<file path="src/rtl/wdog_pkg.sv">
package wdog_pkg;
  localparam int ADDR_W = 5;
  localparam logic [ADDR_W-1:0] A_COUNT  = 5'h00;
  localparam logic [ADDR_W-1:0] A_RELOAD = 5'h04;
  localparam logic [ADDR_W-1:0] A_KICK   = 5'h08;
  localparam logic [ADDR_W-1:0] A_CTRL   = 5'h0C;
  localparam logic [ADDR_W-1:0] A_BSTAT  = 5'h10;
  localparam logic [ADDR_W-1:0] A_BCLR   = 5'h14;
  localparam logic [31:0] KICK_KEY = 32'h0000_4755;

  typedef struct packed {
    logic       alt_boot;  // bit 7
    logic [1:0] scope;     // bits 6:5
    logic       tick_src;  // bit 4
    logic       ext_en;    // bit 3
    logic       irq_en;    // bit 2
    logic       rst_en;    // bit 1
    logic       run;       // bit 0
  } ctrl_t;
endpackage

</file>
<file path="src/rtl/wdog_regs.sv">
module wdog_regs
  import wdog_pkg::*;
#(
  parameter int DATA_W = 32,
  parameter int CNT_W  = 32
) (
  input  logic              clk,
  input  logic              rst_n,
  input  logic              wr_en,
  input  logic [ADDR_W-1:0] addr,
  input  logic [DATA_W-1:0] wdata,
  input  logic [CNT_W-1:0]  cnt,
  input  logic              expire,
  output ctrl_t             ctrl,
  output logic [CNT_W-1:0]  reload,
  output logic              load_req,
  output logic              boot_sts,
  output logic [DATA_W-1:0] rdata
);
  localparam int CTRL_W = $bits(ctrl_t);

  logic  wr_ctrl, wr_kick, wr_clr;
  ctrl_t ctrl_new;

  assign ctrl_new = ctrl_t'(wdata[CTRL_W-1:0]);
  assign wr_ctrl  = wr_en && (addr == A_CTRL);
  assign wr_kick  = wr_en && (addr == A_KICK) && (wdata == DATA_W'(KICK_KEY));
  assign wr_clr   = wr_en && (addr == A_BCLR) && wdata[0];
  assign load_req = wr_kick || (wr_ctrl && ctrl_new.run && !ctrl.run);

  always_ff @(posedge clk) begin
    if (!rst_n) begin
      ctrl     <= '0;
      reload   <= '0;
      boot_sts <= 1'b0;
    end else begin
      if (wr_en && addr == A_RELOAD) reload <= wdata[CNT_W-1:0];
      if (wr_ctrl) ctrl <= ctrl_new;
      else if (wr_clr) ctrl.alt_boot <= 1'b0;
      // a fresh expiry outranks a clear on the same edge
      if (expire && ctrl.alt_boot) boot_sts <= 1'b1;
      else if (wr_clr) boot_sts <= 1'b0;
    end
  end

  always_comb begin
    rdata = '0;
    unique case (addr)
      A_COUNT:  rdata = DATA_W'(cnt);
      A_RELOAD: rdata = DATA_W'(reload);
      A_CTRL:   rdata = DATA_W'(ctrl);
      A_BSTAT:  rdata = DATA_W'({boot_sts, 1'b0});
      default:  rdata = '0;
    endcase
  end
endmodule

</file>
<file path="src/rtl/wdog_count.sv">
module wdog_count #(
  parameter int CNT_W = 32
) (
  input  logic             clk,
  input  logic             rst_n,
  input  logic             run,
  input  logic             step,
  input  logic             load,
  input  logic [CNT_W-1:0] reload,
  output logic [CNT_W-1:0] cnt,
  output logic             expire
);
  localparam logic [CNT_W-1:0] ONE = CNT_W'(1);

  always_ff @(posedge clk) begin
    if (!rst_n) begin
      cnt    <= '0;
      expire <= 1'b0;
    end else if (load) begin
      cnt    <= reload;
      expire <= 1'b0;
    end else if (run && step && cnt != '0) begin
      cnt    <= cnt - ONE;
      expire <= (cnt == ONE);
    end else begin
      expire <= 1'b0;
    end
  end
endmodule

</file>
<file path="src/rtl/wdog_stretch.sv">
module wdog_stretch #(
  parameter int LEN = 16
) (
  input  logic clk,
  input  logic rst_n,
  input  logic trig,
  output logic active
);
  localparam int RW = $clog2(LEN + 1);
  logic [RW-1:0] rem;

  always_ff @(posedge clk) begin
    if (!rst_n) rem <= '0;
    else if (trig) rem <= RW'(LEN - 1);
    else if (rem != '0) rem <= rem - RW'(1);
  end

  assign active = trig || (rem != '0);
endmodule

</file>
<file path="src/rtl/wdog_timer.sv">
module wdog_timer
  import wdog_pkg::*;
#(
  parameter int DATA_W       = 32,
  parameter int CNT_W        = 32,
  parameter int PULSE_CYCLES = 16
) (
  input  logic              clk,
  input  logic              rst_n,
  input  logic              tick_i,
  input  logic              wr_en_i,
  input  logic [ADDR_W-1:0] addr_i,
  input  logic [DATA_W-1:0] wdata_i,
  output logic [DATA_W-1:0] rdata_o,
  output logic              rst_req_o,
  output logic              irq_o,
  output logic              ext_rst_o,
  output logic [1:0]        scope_o,
  output logic              expire_o
);
  ctrl_t            ctrl_w;
  logic [CNT_W-1:0] reload_w, cnt_w;
  logic             load_w, boot_w, expire_w, step_w;

  wdog_regs #(.DATA_W(DATA_W), .CNT_W(CNT_W)) regs_i (
    .clk(clk), .rst_n(rst_n), .wr_en(wr_en_i), .addr(addr_i),
    .wdata(wdata_i), .cnt(cnt_w), .expire(expire_w), .ctrl(ctrl_w),
    .reload(reload_w), .load_req(load_w), .boot_sts(boot_w),
    .rdata(rdata_o)
  );

  assign step_w = ctrl_w.tick_src ? tick_i : 1'b1;

  wdog_count #(.CNT_W(CNT_W)) count_i (
    .clk(clk), .rst_n(rst_n), .run(ctrl_w.run), .step(step_w),
    .load(load_w), .reload(reload_w), .cnt(cnt_w), .expire(expire_w)
  );

  wdog_stretch #(.LEN(PULSE_CYCLES)) stretch_i (
    .clk(clk), .rst_n(rst_n), .trig(expire_w && ctrl_w.ext_en),
    .active(ext_rst_o)
  );

  assign expire_o  = expire_w;
  assign rst_req_o = expire_w && ctrl_w.rst_en;
  assign irq_o     = expire_w && ctrl_w.irq_en;
  assign scope_o   = ctrl_w.scope;
endmodule

</file>
<file path="config.mk">
export PLATFORM = sky130hd
export DESIGN_NAME = wdog_timer
export DESIGN_NICKNAME = d
export VERILOG_FILES = /design/src/rtl/wdog_pkg.sv /design/src/rtl/wdog_regs.sv /design/src/rtl/wdog_count.sv /design/src/rtl/wdog_stretch.sv /design/src/rtl/wdog_timer.sv
export SDC_FILE = /design/constraint.sdc
export NUM_CORES = 1
export LEC_CHECK = 0
export ABC_AREA = 1
export BUFFER_PORTS_ARGS = -buffer_cell sky130_fd_sc_hd__buf_2
export CORE_MARGIN = 2
export CORE_UTILIZATION = 35
export DETAILED_ROUTE_END_ITERATION = 12
export SKIP_CTS_REPAIR_TIMING = 1
export SYNTH_ARGS = -nofsm -noshare
export SYNTH_HDL_FRONTEND = slang
export SYNTH_SLANG_ARGS = --single-unit
</file>
<file path="constraint.sdc">
create_clock -name clk -period 1.92 [get_ports clk]
set_input_delay 0.384 -clock clk [delete_from_list [all_inputs] [get_ports clk]]
set_output_delay 0.384 -clock clk [all_outputs]
set_load 0.01 [all_outputs]
</file>
==> metrics.txt <==
status=finished, final reports clean; hold crit path type=in2reg; Flop pwr share=0.404; Top Layer Used=met4; Worst R2R Path Depth=12; max-slew violation count=0; largest net degree at the start of global routing=just over 40; Slew HR=0.709; crit path to=rdata_o[21]; CTS Sinks=roughly 80; CTS max path bufs=2; CTS tree=done; wire length on met1=between 7000 and 8000 um; met2 WL post-DR=around 7600 um; Tot GR Track Use=0.228; element type at the critical path end=output port; post-DP HPWL=approximately 13,000 um; initial drt markers=337; Setup-failing EPs final=0; initial antenna violation count=0; Final Skew=4.32 ps; Non-Filler Instances=about 1,100; Via Count=roughly 5,500; drt wl/cell=approximately 15 um; post-synthesis sequential area ratio=0.317; Post-Syn Area per Cell=slightly above 6 um^2; H-tree Lvls=3; Area growth syn-to-layout=28.3%; R2R Setup Slk=between 100 and 150 ps; highest cell delay on the worst timing path=around 180 ps; WP buf/inv=5; Via-to-Cell Ratio=4.98; Netlist cell types=38; full die area=roughly 15,000 um^2; drt first pass iters=5; total core area=around 14,000 um^2; Synth Register Bits=between 70 and 80; Power Internal=0.00310 W; I/O pin total=79; Critical-path top delay cell=o22ai_1; Critical Path Source=addr_i[2]; grt ovf=0; asr flop ratio synth=0; Fmax=about 0.54 GHz; TritonCTS Buffers=9; Yosys warnings=0; CP required=1540 ps; worst r2r src=count_i.cnt[1]$_SDFFE_PN0P_; Worst-Margin Slew=around 430 ps; Crit. path cell count=9; synthesized area=4990 um^2; CP Class=in2out; Post-synth EDFFs=0; setup TNS=0 ps; Hold Startpoint=wdata_i[2]; total power=0.00433 W; CP Data Arrival Time=1480 ps; fin crit share=0.970; FF-to-FF End=count_i.cnt[22]$_SDFFE_PN0P_; Clock transition at path regs=60 ps; Detail Route Antenna Nets=0; Clk pwr share=0.412; worst hold margin=approximately 340 ps; critical path launch point type=primary input; diodes inserted=0; final net count=962; Die X=about 120 um; Placement Rows=43; fraction of layout cells with a size suffix above 1=0.221; critical path fanouts, max=18; PD cells=roughly 680 nW/um^2; GP Congestion=about 0.92; synthesized net count=845; CP dominant cell by count=buf_2; worst skew pair latency=340 ps; Remaining DRCs=0; Logic pwr share=0.184; Switching Power=approximately 0.0012 W; maxcap violations=0; Synth Flop Type=dfxtp_1; Period minus WS final=approximately 1900 ps; RSZ-0062 raised after global routing=yes; Worst VDD drop=roughly 0.63 mV; first-pass GRT wire length=approximately 26,000 um; met3 wire length=around 1100 um; CTS root buf=clkbuf_16; wirelength, routed=17,000 um; I/O Buffers=slightly below 80; die height=between 100 and 150 um; Starting Density=0.358; cell family with the largest share of critical-path delay=buffers and inverters; vias in the first global route=~5,000; Placed Cells=between 1,000 and 1,500; Gate Count Post-Synth=approximately 800; Final Hold Fails=0; Sw Ratio=0.284; Lkg Pwr=between 3 and 4 nW; crit-path cells=buf_2 -> inv_1 -> nor2_1 -> nand2_1 -> nor2_2 -> inv_2 -> buf_8 -> o22ai_1 -> buf_2
-- cells in the mapped netlist (2+ instances only) --
master	count	share of area
nand2_1	197	0.15
nor2_1	116	0.087
inv_1	115	0.086
dfxtp_1	79	0.32
a21oi_1	54	0.054
o21ai_0	54	0.054
nand3_1	42	0.042
o22ai_1	24	0.030
clkbuf_1	23	0.017
nand4_1	22	0.028
xor2_1	19	0.033
o221ai_1	7	0.012
buf_4	4	0.0060
nand2_4	4	0.0090
nor2_4	4	0.0090
nor3_1	4	0.0040
buf_6	3	0.0068
ha_1	3	0.0075
nand2_2	3	0.0038
nor2_2	3	0.0038
nor2_8	2	0.0080
nor4_1	2	0.0025
xnor2_1	2	0.0035
-- sequential cells by signal (all words and copies together), names as in the netlist --
signal	flops
count_i.cnt	32
count_i.expire	1
regs_i.boot_sts	1
regs_i.ctrl	8
regs_i.reload	32
stretch_i.rem	5
-- through the flow --
step	utilization	instance area, um^2	worst slack (ps)
after detailed placement	0.429	5980	-23.6
after global placement	0.429	5980	-17.2
after CTS	0.451	6290	-108
final	0.460	6410	57.4
after floorplan	-	4990	136
after global routing	0.460	6410	-45.7
-- worst min path at each step --
stage	to	slack (ps)	depth (start not counted)
2_1_floorplan	stretch_i.rem[4]$_SDFFE_PP0P_	420	2
3_3_place_gp	stretch_i.rem[4]$_SDFFE_PP0P_	440	2
3_5_place_dp	stretch_i.rem[4]$_SDFFE_PP0P_	440	2
4_1_cts	regs_i.ctrl[2]$_SDFFE_PN0N_	330	3
5_1_grt	regs_i.ctrl[2]$_SDFFE_PN0N_	330	3
6_report	regs_i.ctrl[2]$_SDFFE_PN0N_	340	3
-- power by group through the flow --
| stage | combinational (W) | clock [W] | sequential [W] |
|---|---|---|---|
| finish | 0.000798 | 0.00178 | 0.00175 |
| global route | 0.000897 | 0.00188 | 0.00175 |
| CTS | 0.000717 | 0.00181 | 0.00174 |
| detailed placement | 0.000713 | 0 | 0.00177 |
| global placement | 0.000708 | 0 | 0.00177 |
| floorplan | 0.000470 | 0 | 0.00176 |
-- tightest hold or removal path, cell delays in order --
cell and delay [ps]:
buf_2 130, inv_1 70, a21oi_1 50
-- logic make-up after synthesis --
family                     synth area share
AOI/OAI and AO/OA                     0.161
xor gates and xnor gates             0.0368
adders and majority gates           0.00752
buffers and inverters                 0.125
DFF                                   0.317
and+or+nand+nor                       0.353
-- layout by cell type (no fill, tap or decap), types with 9 or more instances in the layout --
cell type	Yosys	final
nor2_1	116	107
xor2_1	19	19
nor2_2	3	12
clkbuf_16	0	9
nand4_1	22	22
nand3_1	42	42
buf_4	4	52
a21oi_1	54	54
inv_1	115	111
o22ai_1	24	19
nand2_1	197	193
o21ai_0	54	54
buf_2	1	78
dfxtp_1	79	79
-- cell type report --
cell class	count	area, um^2
Multi-Input combinational cell	571	2900
Fill cell	1454	7520
Tap cell	180	225
Sequential cell	79	1580
Inverter	118	450
Timing Repair Buffer	139	947
Clock inverter	5	56.3
Clock buffer	11	253
-- layer usage --
| metal | up-vias | global-route usage |
|---|---|---|
| li1 | 2805 | - |
| met1 | 2503 | 0.320 |
| met2 | 163 | 0.360 |
| met3 | 23 | 0.0397 |
| met4 | 0 | 0.0639 |
| met5 | - | 0 |
(Power assumes the default switching activity.)
